<file path="config.mk">
export PLATFORM = sky130hd
export DESIGN_NAME = synth_cfg_port
export DESIGN_NICKNAME = d
export VERILOG_FILES = /design/src/rtl/cfg_pkg.sv /design/src/rtl/cfg_edge_det.sv /design/src/rtl/cfg_shifter.sv /design/src/rtl/cfg_store.sv /design/src/rtl/cfg_test_mux.sv /design/src/rtl/synth_cfg_port.sv
export SDC_FILE = /design/constraint.sdc
export NUM_CORES = 1
export LEC_CHECK = 0
export BUFFER_PORTS_ARGS = -buffer_cell sky130_fd_sc_hd__buf_2
export CORE_MARGIN = 1
export CORE_UTILIZATION = 41
export CTS_BUF_LIST = sky130_fd_sc_hd__clkbuf_4
export CTS_CLUSTER_DIAMETER = 30
export CTS_CLUSTER_SIZE = 25
export DETAILED_ROUTE_END_ITERATION = 10
export SYNTH_ARGS = -nofsm -noshare
export SYNTH_HDL_FRONTEND = slang
export SYNTH_HIERARCHICAL = 1
export SYNTH_SLANG_ARGS = --single-unit
</file>
<file path="constraint.sdc">
create_clock -name clk -period 2.75 [get_ports clk]
set_input_delay 0.1375 -clock clk [delete_from_list [all_inputs] [get_ports clk]]
set_output_delay 0.1375 -clock clk [all_outputs]
set_load 0.02 [all_outputs]
</file>
<file path="src/rtl/cfg_pkg.sv">
package cfg_pkg;
  typedef enum logic [1:0] {
    TS_LOW  = 2'd0,
    TS_SDO  = 2'd1,
    TS_FB   = 2'd2,
    TS_CLK  = 2'd3
  } test_sel_e;

  function automatic logic rise_of(input logic cur, input logic prev);
    return cur & ~prev;
  endfunction

  function automatic logic commit_of(input logic ser_mode, input logic ld_rise,
                                     input logic ld_level, input logic sck_rise);
    return ser_mode & (ld_rise | (ld_level & sck_rise));
  endfunction
endpackage

</file>
<file path="src/rtl/cfg_edge_det.sv">
module cfg_edge_det #(
  parameter int W = 3,
  parameter logic [W-1:0] RST_VAL = '0
) (
  input  logic         clk,
  input  logic         rst_n,
  input  logic [W-1:0] sig,
  output logic [W-1:0] rise
);
  logic [W-1:0] prev_q;

  always_ff @(posedge clk or negedge rst_n) begin
    if (!rst_n) prev_q <= RST_VAL;
    else        prev_q <= sig;
  end

  for (genvar i = 0; i < W; i++) begin : g_edge
    assign rise[i] = cfg_pkg::rise_of(sig[i], prev_q[i]);
  end
endmodule

</file>
<file path="src/rtl/cfg_shifter.sv">
module cfg_shifter #(
  parameter int W = 14
) (
  input  logic         clk,
  input  logic         rst_n,
  input  logic         shift_en,
  input  logic         din,
  output logic [W-1:0] q_nxt,
  output logic         dout
);
  logic [W-1:0] q;

  assign q_nxt = shift_en ? {q[W-2:0], din} : q;
  assign dout  = q[W-1];

  always_ff @(posedge clk or negedge rst_n) begin
    if (!rst_n) q <= '0;
    else        q <= q_nxt;
  end


  shift_in_chk: assert property (@(posedge clk) disable iff (!rst_n)
    shift_en |=> (q[0] == $past(din)) && (q[W-1:1] == $past(q[W-2:0])));

  shift_hold_chk: assert property (@(posedge clk) disable iff (!rst_n)
    !shift_en |=> $stable(q));
endmodule

</file>
<file path="src/rtl/cfg_store.sv">
module cfg_store #(
  parameter int M_W = 9,
  parameter int N_W = 3,
  parameter int T_W = 2,
  localparam int FW = M_W + N_W + T_W
) (
  input  logic           clk,
  input  logic           rst_n,
  input  logic           par_mode,
  input  logic           par_rise,
  input  logic           commit,
  input  logic [FW-1:0]  frame,
  input  logic [M_W-1:0] par_m,
  input  logic [N_W-1:0] par_n,
  output logic [M_W-1:0] cfg_m,
  output logic [N_W-1:0] cfg_n,
  output logic [T_W-1:0] cfg_t
);
  logic trk;
  logic take_pins;

  assign take_pins = par_mode | (trk & ~par_rise);

  always_ff @(posedge clk or negedge rst_n) begin
    if (!rst_n) begin
      cfg_m <= '0;
      cfg_n <= '0;
      cfg_t <= '0;
      trk   <= 1'b1;
    end else begin
      if (commit) begin
        cfg_t <= frame[FW-1 -: T_W];
        cfg_n <= frame[M_W +: N_W];
        cfg_m <= frame[M_W-1:0];
      end else if (take_pins) begin
        cfg_m <= par_m;
        cfg_n <= par_n;
      end
      if (commit || par_rise) trk <= 1'b0;
    end
  end


  par_follow_chk: assert property (@(posedge clk) disable iff (!rst_n)
    par_mode |=> (cfg_m == $past(par_m)) && (cfg_n == $past(par_n)));

  latch_hold_chk: assert property (@(posedge clk) disable iff (!rst_n)
    (!par_mode && !commit && !trk) |=> $stable({cfg_t, cfg_n, cfg_m}));

  commit_copy_chk: assert property (@(posedge clk) disable iff (!rst_n)
    commit |=> ({cfg_t, cfg_n, cfg_m} == $past(frame)));

  par_keeps_t_chk: assert property (@(posedge clk) disable iff (!rst_n)
    par_mode |=> $stable(cfg_t));
endmodule

</file>
<file path="src/rtl/cfg_test_mux.sv">
module cfg_test_mux (
  input  logic       par_mode,
  input  logic [1:0] sel,
  input  logic       sdo,
  input  logic       fb,
  input  logic       oclk,
  output logic       tout
);
  import cfg_pkg::*;

  always_comb begin
    tout = 1'b0;
    if (!par_mode) begin
      case (test_sel_e'(sel))
        TS_LOW: tout = 1'b0;
        TS_SDO: tout = sdo;
        TS_FB:  tout = fb;
        TS_CLK: tout = oclk;
        default: tout = 1'b0;
      endcase
    end
  end


  always_comb begin
    par_low_chk: assert (!(par_mode && tout));
  end

  always_comb begin
    sel_sdo_chk: assert (par_mode || sel != 2'd1 || tout == sdo);
  end
endmodule

</file>
<file path="src/rtl/synth_cfg_port.sv">
module synth_cfg_port #(
  parameter int M_W = 9,
  parameter int N_W = 3
) (
  input  logic           clk,
  input  logic           rst_n,
  input  logic           par_load_n,
  input  logic [M_W-1:0] par_m,
  input  logic [N_W-1:0] par_n,
  input  logic           ser_clk,
  input  logic           ser_din,
  input  logic           ser_load,
  input  logic           fb_pulse,
  input  logic           out_clk,
  output logic [M_W-1:0] cfg_m,
  output logic [N_W-1:0] cfg_n,
  output logic [1:0]     cfg_t,
  output logic           ser_dout,
  output logic           test_out
);
  localparam int T_W = 2;
  localparam int FW  = M_W + N_W + T_W;
  localparam int IX_SCK = 0;
  localparam int IX_LD  = 1;
  localparam int IX_PAR = 2;

  logic [2:0]    rises;
  logic          sck_rise, ld_rise, par_rise;
  logic          par_mode, shift_en, commit;
  logic [FW-1:0] frame_nxt;

  cfg_edge_det #(.W(3), .RST_VAL(3'b100)) u_edge (
    .clk  (clk),
    .rst_n(rst_n),
    .sig  ({par_load_n, ser_load, ser_clk}),
    .rise (rises)
  );

  assign sck_rise = rises[IX_SCK];
  assign ld_rise  = rises[IX_LD];
  assign par_rise = rises[IX_PAR];
  assign par_mode = ~par_load_n;
  assign shift_en = par_load_n & sck_rise;
  assign commit   = cfg_pkg::commit_of(par_load_n, ld_rise, ser_load, sck_rise);

  cfg_shifter #(.W(FW)) u_shift (
    .clk     (clk),
    .rst_n   (rst_n),
    .shift_en(shift_en),
    .din     (ser_din),
    .q_nxt   (frame_nxt),
    .dout    (ser_dout)
  );

  cfg_store #(.M_W(M_W), .N_W(N_W), .T_W(T_W)) u_store (
    .clk     (clk),
    .rst_n   (rst_n),
    .par_mode(par_mode),
    .par_rise(par_rise),
    .commit  (commit),
    .frame   (frame_nxt),
    .par_m   (par_m),
    .par_n   (par_n),
    .cfg_m   (cfg_m),
    .cfg_n   (cfg_n),
    .cfg_t   (cfg_t)
  );

  cfg_test_mux u_mux (
    .par_mode(par_mode),
    .sel     (cfg_t),
    .sdo     (ser_dout),
    .fb      (fb_pulse),
    .oclk    (out_clk),
    .tout    (test_out)
  );


  rst_t_clear_chk: assert property (@(posedge clk) !rst_n |-> (cfg_t == 2'd0));

  ser_hold_chk: assert property (@(posedge clk) disable iff (!rst_n)
    (par_load_n && !ser_load && !ld_rise && sck_rise) |=> $stable(cfg_t));
endmodule

</file>
* Word-level counts from Yosys, hierarchy flattened
Cells that the tools add are included.
** Word-level totals
- Word-level logic and storage cells :: 33
- Bits in registers :: 32
- Input bits :: 20
** Operators by class
- Muxes and demuxes :: 7
- Bitwise operators :: 14
- Equal/unequal tests :: 3
- Reduce and logical (&&, ||, !) cells :: 3
** Operators with widths (count)
- 9-bit 2-to-1 mux :: 2
- 14-bit 2-to-1 mux :: 1
- 1-bit bitwise AND :: 7
- 3-bit 2-to-1 mux :: 2
- 1-bit inverter :: 5
- 2-bit == test (second input constant) :: 2
- 1-bit one-hot mux with 4 select lines :: 1
- 2-bit by 1-bit == test with 1-bit output (second input constant) :: 1
- 2-bit logical NOT :: 1
- 1-bit bitwise OR :: 2
- 2-bit nonzero test :: 1
- 1-bit logical OR :: 1
- 1-bit 2-to-1 mux :: 1

* Depth between registers and ports, before layout
Gate-level depths: netlist (run 1).
- Word-level depth :: 7
- Depth in mapped cells :: 7
- Gate-level depth less buffers :: 5

* Modules after synthesis
The synthesis (run 1) kept the hierarchy.
** By module, submodules not included
- cfg_store :: sequential area each 376.6 um^2, times used 1, area each 758.2 um^2, cells each 47
- cfg_shifter :: sequential area each 350.3 um^2, times used 1, area each 519.2 um^2, cells each 29
- cfg_edge_det :: sequential area each 76.3 um^2, times used 1, area each 117.6 um^2, cells each 6
- cfg_test_mux :: sequential area each 0.0 um^2, times used 1, area each 27.5 um^2, cells each 3
- synth_cfg_port :: sequential area each 0.0 um^2, times used 1, area each 25.0 um^2, cells each 4

* Least setup slack after synthesis (run 1)
Ideal clock, no wire load.
- Path kind :: reg2reg
- From :: reg u_edge.prev_q[0]
- To :: reg u_store.cfg_m[1]
- Setup time :: 0.125 ns
- Data arrival time :: 1.711 ns
- Stages on the path, launching flop included :: 7
- Period minus slack after synthesis :: 1.836 ns
- Buffers on the path :: 1
- Required time :: 2.625 ns
- Slack :: 0.914 ns
- Cells stage by stage :: dfrtp_1 -> nor2b_4 -> and2_1 -> buf_6 -> mux2_2 -> mux2_2 -> mux2_2
** On the way
- Elaborated cells on any way between the ends :: 9
- Classes of those cells :: mux (2); bitwise (6); reduce/logical (1)
** RTL lines
- start, declared :: line cfg_edge_det.sv:10 : logic [W-1:0] prev_q;
- start signal, assigned :: line cfg_edge_det.sv:14 : else prev_q <= sig;
- 1-bit inverter :: line cfg_pkg.sv:10 : return cur & ~prev;
- 1-bit bitwise AND :: line cfg_pkg.sv:10
- via rises[0] :: line synth_cfg_port.sv:27 : logic [2:0] rises;
- 1-bit bitwise AND :: line synth_cfg_port.sv:43 : assign shift_en = par_load_n & sck_rise;
- via shift_en :: line synth_cfg_port.sv:29 : logic par_mode, shift_en, commit;
- 14-bit 2-to-1 mux :: line cfg_shifter.sv:13 : assign q_nxt = shift_en ? {q[W-2:0], din} : q;
- via frame_nxt[1] :: line synth_cfg_port.sv:30 : logic [FW-1:0] frame_nxt;
- 9-bit 2-to-1 mux :: line cfg_store.sv:31 : if (commit) begin
- end signal, assigned :: line cfg_store.sv:34 : cfg_m <= frame[M_W-1:0];
- end signal, assigned :: line cfg_store.sv:36 : cfg_m <= par_m;
- end, declared :: line cfg_store.sv:15 : output logic [M_W-1:0] cfg_m,
The timed path passes the listed nets, and every way through them passes these cells.
A chain may end at the register's enable or synchronous reset.

* Final worst setup path (run 1)
- From :: in ser_clk
- To :: reg u_store.cfg_n[2]
** On the way
- Elaborated cells on any way between the ends :: 8
- Classes of those cells :: mux (2); bitwise (5); reduce/logical (1)
** RTL lines
- start, declared :: line synth_cfg_port.sv:10 : input logic ser_clk,
- 1-bit bitwise AND :: line cfg_pkg.sv:10
- via rises[0] :: line synth_cfg_port.sv:27
- 1-bit bitwise AND :: line synth_cfg_port.sv:43
- via shift_en :: line synth_cfg_port.sv:29
- 14-bit 2-to-1 mux :: line cfg_shifter.sv:13
- via frame_nxt[11] :: line synth_cfg_port.sv:30
- 3-bit 2-to-1 mux :: line cfg_store.sv:31
- end signal, assigned :: line cfg_store.sv:33 : cfg_n <= frame[M_W +: N_W];
- end signal, assigned :: line cfg_store.sv:37 : cfg_n <= par_n;
- end, declared :: line cfg_store.sv:16 : output logic [N_W-1:0] cfg_n,
The timed path passes the listed nets, and every way through them passes these cells.

==> flow_summary.toml, run 1 <==
[status]
outcome = "completed"

[sta]
min_period_over_period_pct = 78.3
max_clock_freq_ghz = 0.465
finalSetupViolCount = 0
fin_worst_skew_ps = 5.64
fin_tns_setup_ps = 0
hold_viol = 0
rsz0062_at_grt = "false"
slew_violations = 0
finalCriticalPeriod_ps = 2150
tightest_slew_ps = 686
relSlewSlack_pct = 54.3

[cells_and_area]
area_growth_pct = 20.6
final_cell_count_no_fill = 179
fin_area_sq_mm = 0.00175
final_cell_mix = "35 x buf_2, 30 x dfrtp_1, 30 x mux2_2"
antenna_cells = 0
drive_gt1_share_pct = 69.2
layout.nets = 152
final_common_cell = "buf_2"

[yosys]
ys_warn_count = 6
synth.avg_cell_area_sq_um = 16.3
yosys.area.top_type = "dfrtp_1"
ys_top_cells_by_area = "dfrtp_1 52%, mux2_2 23%, mux2_4 10%"
synth_compound_area_share_pct = 1.82
ys_seq_area_share_pct = 55.5
syn-num-nets = 109
synth_top_family_by_area = "multiplexers"
synth_cell_type_count = 16
synth_largest_type_area_fraction_pct = 51.9
synth-adder-area-share_pct = 0
yosys.area_share.simple_pct = 5.36
ys_seq_elements = 32
netlist_area_sq_mm = 0.00145
netlist_instances = 89
synth_xor_area_share_pct = 0
muxShareOfSynthArea_pct = 34.4

[power_and_ir_drop]
switching_share_pct = 27.0
p_per_area_mw_per_mm2 = 656
p_seq_share_pct = 53.3
intPower_uw = 835
comb_power_share_pct = 24.3
vdd_ir_drop_max_mv = 0.337
p_leak_nw = 0.860
pwr-share-clk_pct = 22.4
p_sw_uw = 309

[worst_hold_path]
hold_class = "in2reg"
min_path_cells = 2

[setup_path]
crit_type = "in2reg"
reg2reg_depth = 5
cp_max_fo = 14
critPathCaptureType = "flop"
worstPathRequired_ps = 2950
cp.arrival_ps = 2360
cp-start-kind = "input pin"

[route]
via_count = 827
drc_errors = 0
via_per_inst = 4.62
routed_wl_mm = 2.31
antenna_left = 0
dr.pass1.iters = 2
wl_per_cell_um = 12.9
drt_iter0_drc = 10

[global_routing]
grt_usage_pct = 14.8
grt_pass1_wl_mm = 3.75
antenna_found_initial = 0
grt_pass1_vias = 834
gr-total-overflow = 0
grt_max_degree = 33

[clocking]
cts_max_path_buffers = 2
htreeDepth = 2
clkTransAtPathRegs_ps = 90
clk_latency_ps = 320
cts-root-buf = "clkbuf_4"
cts_tree = "built"
cts_setup_buffers = 0
numCtsBuffers = 5
cts.sinks = 32

[floorplanning]
die_h_um = 61.4
die_width_um = 61.4
fp-row-count = 21
coreArea_sq_mm = 0.00336
die-area_sq_mm = 0.00377
initial_utilization_pct = 43.0
ios = 36

[place]
placedCellCount = 167
io_buffers = 35
gp_congestion = 0.695
place_hpwl_mm = 1.62
postPlaceCellArea_sq_mm = 0.00165

[job]
max_cap_violations = 0
[per-stage QoR]
| stage | total power [mW] | hold slack (ps) | util (%) | worst slack [ps] |
|---|---|---|---|---|
| floorplan | 0.812 | -158 | - | 914 |
| global placement | 0.891 | 230 | 49.0 | 681 |
| detailed placement | 0.897 | 231 | 49.0 | 664 |
| CTS | 1.16 | 65.0 | 51.9 | 586 |
| global route | 1.22 | 52.3 | 51.9 | 504 |
| finish | 1.14 | 78.5 | 51.9 | 597 |
[what timing repair did]
item,4_1_cts,5_1_grt
resized for setup,0,0
hold endpoints to repair,33,0
hold buffers,4,0
[flip-flops by register name (all words and copies together) (netlist names)]
register and cells:
u_edge/prev_q 3, u_shift/q 14, u_store/cfg_m 9, u_store/cfg_n 3
u_store/cfg_t 2, u_store/trk 1
[worst max-delay path, cell delays in order]
cell	delay [ps]
dlygate4sd3_1	520
buf_2	110
nor2b_4	140
and2_1	510
mux2_2	410
mux2_2	260
mux2_4	250
[worst paths after layout]
| check | start | endpoint | slack (ps) |
|---|---|---|---|
| worst min-delay path | ser_din | u_shift/q[0] | 80 |
| min in group asynchronous | rst_n | u_shift/q[0] | 400 |
| worst min register to register | u_store/cfg_m[2] | u_store/cfg_m[2] | 510 |
| worst max register to register | u_edge/prev_q[0] | u_store/cfg_n[2] | 670 |
| worst max-delay path | ser_clk | u_store/cfg_n[2] | 600 |
| max in group asynchronous | rst_n | u_store/cfg_n[1] | 1920 |
[cell families (layout without fill, tap and decap cells)]
group,after synthesis,count (layout)
multiplexers,41,41
AND/OR/NAND/NOR,8,8
flip-flops,32,32
AO/OA/AOI/OAI,3,3
buffers and inverters,5,49
[layout make-up]
cell class	instances	area, sq um
clock inverter	1	3.75
inverter	1	3.75
clock buffer	7	52.6
sequential	32	803
timing repair buffer	40	223
fill	325	1620
multi-input combinational	52	602
tap	46	57.6
[layer usage]
metal,vias to the layer above,GRT usage [%],part of all wire (%)
met3,6,7.56,7.5
met5,-,0,0
met1,394,17.8,45
met4,0,5.71,1.5
met2,28,22.7,45
li1,399,-,-
[power by group through the flow]
stage                     Sequential [mW]  Clock (mW)  Combinational, mW
after floorplan                     0.650           0              0.162
after global placement              0.615           0              0.276
after detailed placement            0.618           0              0.279
after CTS                           0.611       0.271              0.283
after global routing                0.620       0.294              0.307
final                               0.610       0.256              0.278
[cells in the mapped netlist]
cell type and count:
dfrtp_1 30, mux2_2 30, nor2b_4 3, buf_2 1, dfstp_2 2, a211oi_2 1, nor2_2 1, buf_6 3
a21oi_2 1, and2_1 1, mux2i_1 1, or3_4 1, nor2b_1 2, inv_1 1, mux2_4 10, a21oi_1 1
No activity file was read; power rests on OpenSTA's default activity.
==> inputs of run 2 (changes only) <==
--- a/config.mk
+++ b/config.mk
@@ -5,6 +5,7 @@
 export SDC_FILE = /design/constraint.sdc
 export NUM_CORES = 1
 export LEC_CHECK = 0
+export ABC_AREA = 1
 export BUFFER_PORTS_ARGS = -buffer_cell sky130_fd_sc_hd__buf_2
 export CORE_MARGIN = 1
 export CORE_UTILIZATION = 41
==> constraint.sdc (replaced) <==
create_clock -name clk -period 2 [get_ports clk]
set_input_delay 0.1 -clock clk [delete_from_list [all_inputs] [get_ports clk]]
set_output_delay 0.1 -clock clk [all_outputs]
set_load 0.02 [all_outputs]
==> flow_summary.toml, run 2 <==
[yosys]
ys_top_cells_by_area = "dfrtp_1 50%, nand2_1 29%, nand3_1 4.7%"
synth-edff-count = 0
yosys.area.top_type = "dfrtp_1"
yosysMostFrequentCell = "nand2_1"
ys_seq_elements = 32
synth_commonest_cells = "116 x nand2_1, 30 x dfrtp_1, 14 x nand3_1"
netlist_area_sq_mm = 0.00149
netlist_instances = 188
syn-num-nets = 208
synth_largest_type_area_fraction_pct = 50.4
ys_async_sr_fraction_pct = 100
synth_ff_type = "dfrtp_1"
synth.avg_cell_area_sq_um = 7.92
ys_warn_count = 6
synth_cell_type_count = 14
ys_seq_area_share_pct = 53.9

[place]
io_buffers = 35
gp_congestion = 0.764
placedCellCount = 262
place_hpwl_mm = 2.23

[floorplanning]
die_h_um = 62.3
initial_utilization_pct = 43.6
die_width_um = 62.3
coreArea_sq_mm = 0.00342
die-area_sq_mm = 0.00388
ios = 36
fp-row-count = 21

[cells_and_area]
largest_reg_flops = 14
top_register = "u_shift/q"
area_growth_pct = 17.2
antenna_cells = 0
final_common_cell = "nand2_1"
final_cell_count_no_fill = 274
layout.nets = 247
final_cell_mix = "116 x nand2_1, 35 x buf_2, 30 x dfrtp_1"
drive_gt1_share_pct = 22.8
fillCellCount = 365
reg.largest.list = "u_shift/q: 14 flops, u_store/cfg_m: 9 flops"
final_util_pct = 51.1

[clocking]
cts.sinks = 32
cts-root-buf = "clkbuf_4"
cts_max_path_buffers = 2
cts_tree = "built"
clk_latency_ps = 330
cts_resized = 0
numCtsBuffers = 5
clkTransAtPathRegs_ps = 100
htreeDepth = 2

[sta]
min_period_over_period_pct = 81.4
relSlewSlack_pct = 53.7
max_clock_freq_ghz = 0.614
tightest_slew_ps = 695
rsz0062_at_grt = "false"
fin_worst_skew_ps = 16.2
slew_violations = 0
hold_viol = 0
fin_tns_setup_ps = 0
finalCriticalPeriod_ps = 1630
finalSetupViolCount = 0

[global_routing]
antenna_found_initial = 0
grt_max_degree = 33
grt_usage_pct = 18.2
grt_pass1_wl_mm = 5.45
grt_pass1_vias = 1250
gr-total-overflow = 0

[power_and_ir_drop]
vdd_ir_drop_max_mv = 0.332
p_per_area_mw_per_mm2 = 780
p_leak_nw = 1.03

[route]
antenna_left = 0
drc_errors = 0
via_count = 1244
dr.pass1.iters = 4
routed_wl_mm = 3.11
via_per_inst = 4.54
drt_iter0_drc = 48
wl_per_cell_um = 11.4

[setup_path]
cp.arrival_ps = 1860
critPathCaptureType = "flop"
cp_max_fo = 15
worstPathRequired_ps = 2230
cp-start-kind = "input pin"
crit_type = "in2reg"

[job]
max_cap_violations = 0

[status]
outcome = "completed"

[worst_hold_path]
hold_class = "in2reg"
-- run 2: changes by cell type after synthesis, sizes merged, moves of 4 or more --
cell,change
buf,+4
nand3,+14
nand2,+117
nor2b,-5
inv,+10
nor2,+4
mux2,-40
-- run 2: per-layer routing --
layer  up-vias  routed length (um)  global-route usage [%]
li1        644                   -                       -
met1       567                1380                    20.8
met2        26                1520                    31.6
met3         7                 144                    4.78
met4         0                  65                    8.72
met5         -                   0                       0
-- run 2: logic make-up (layout without fill, tap and decap cells) --
family          after synthesis  after routing  synth area share (%)
buf+inv                      19             59                  7.90
simple gates                136            136                  37.6
flops                        32             32                  53.9
compound gates                1              1                 0.588
-- run 2: worst paths after layout --
kind                            depth (start not counted)        startpoint  slack [ps]          endpoint
worst min register to register                          2     u_shift/q[12]         500     u_shift/q[12]
min in group asynchronous                               2             rst_n         340  u_store/cfg_n[1]
worst min-delay path                                    3           ser_din          40      u_shift/q[0]
worst max register to register                         10  u_edge/prev_q[0]         420  u_store/cfg_m[8]
worst max-delay path                                   13           ser_clk         370  u_store/cfg_m[8]
max in group asynchronous                               2             rst_n        1200      u_shift/q[7]
-- run 2: power breakdown --
part	leakage [nW]	switching, mW	internal (mW)
clock network	0.0307	0.201	0.143
registers	0.410	0.0395	0.721
logic	0.592	0.167	0.0885
-- run 2: area by class of cell --
type                            count  area (sq um)  share of cell area [%]
Timing Repair Buffer               40           223                    12.8
Sequential cell                    32           803                    46.0
Clock inverter                      2          7.51                   0.430
Multi-Input combinational cell    137           568                    32.5
Clock buffer                        6          45.0                    2.58
Tap cell                           46          57.6                    3.30
Inverter                           11          41.3                    2.37
-- run 2: critical path: stages --
cell and delay, ps:
dlygate4sd3_1 520, buf_2 110, inv_1 40, nor2_2 80, nand2_1 70, inv_1 300
inv_2 200, nand2_1 110, nand2_1 80, nand2_1 70, nand2_1 60, nand2_1 60
nand2_1 50
-- run 2: timing repair --
item | 4_1_cts | 5_1_grt
endpoints found under the hold margin | 33 | 0
hold buffers | 4 | 0
setup buffers | 0 | 0
-- run 2: per-stage QoR --
stage               total power, mW  worst slack, ps  hold slack [ps]  cell area, sq um
detailed placement             1.03              402              195              1650
CTS                            1.39              376             28.5              1750
finish                         1.36              372             42.7              1750
floorplan                     0.939              760             -196              1490
global placement               1.02              447              186              1650
global route                   1.46              245             32.9              1750
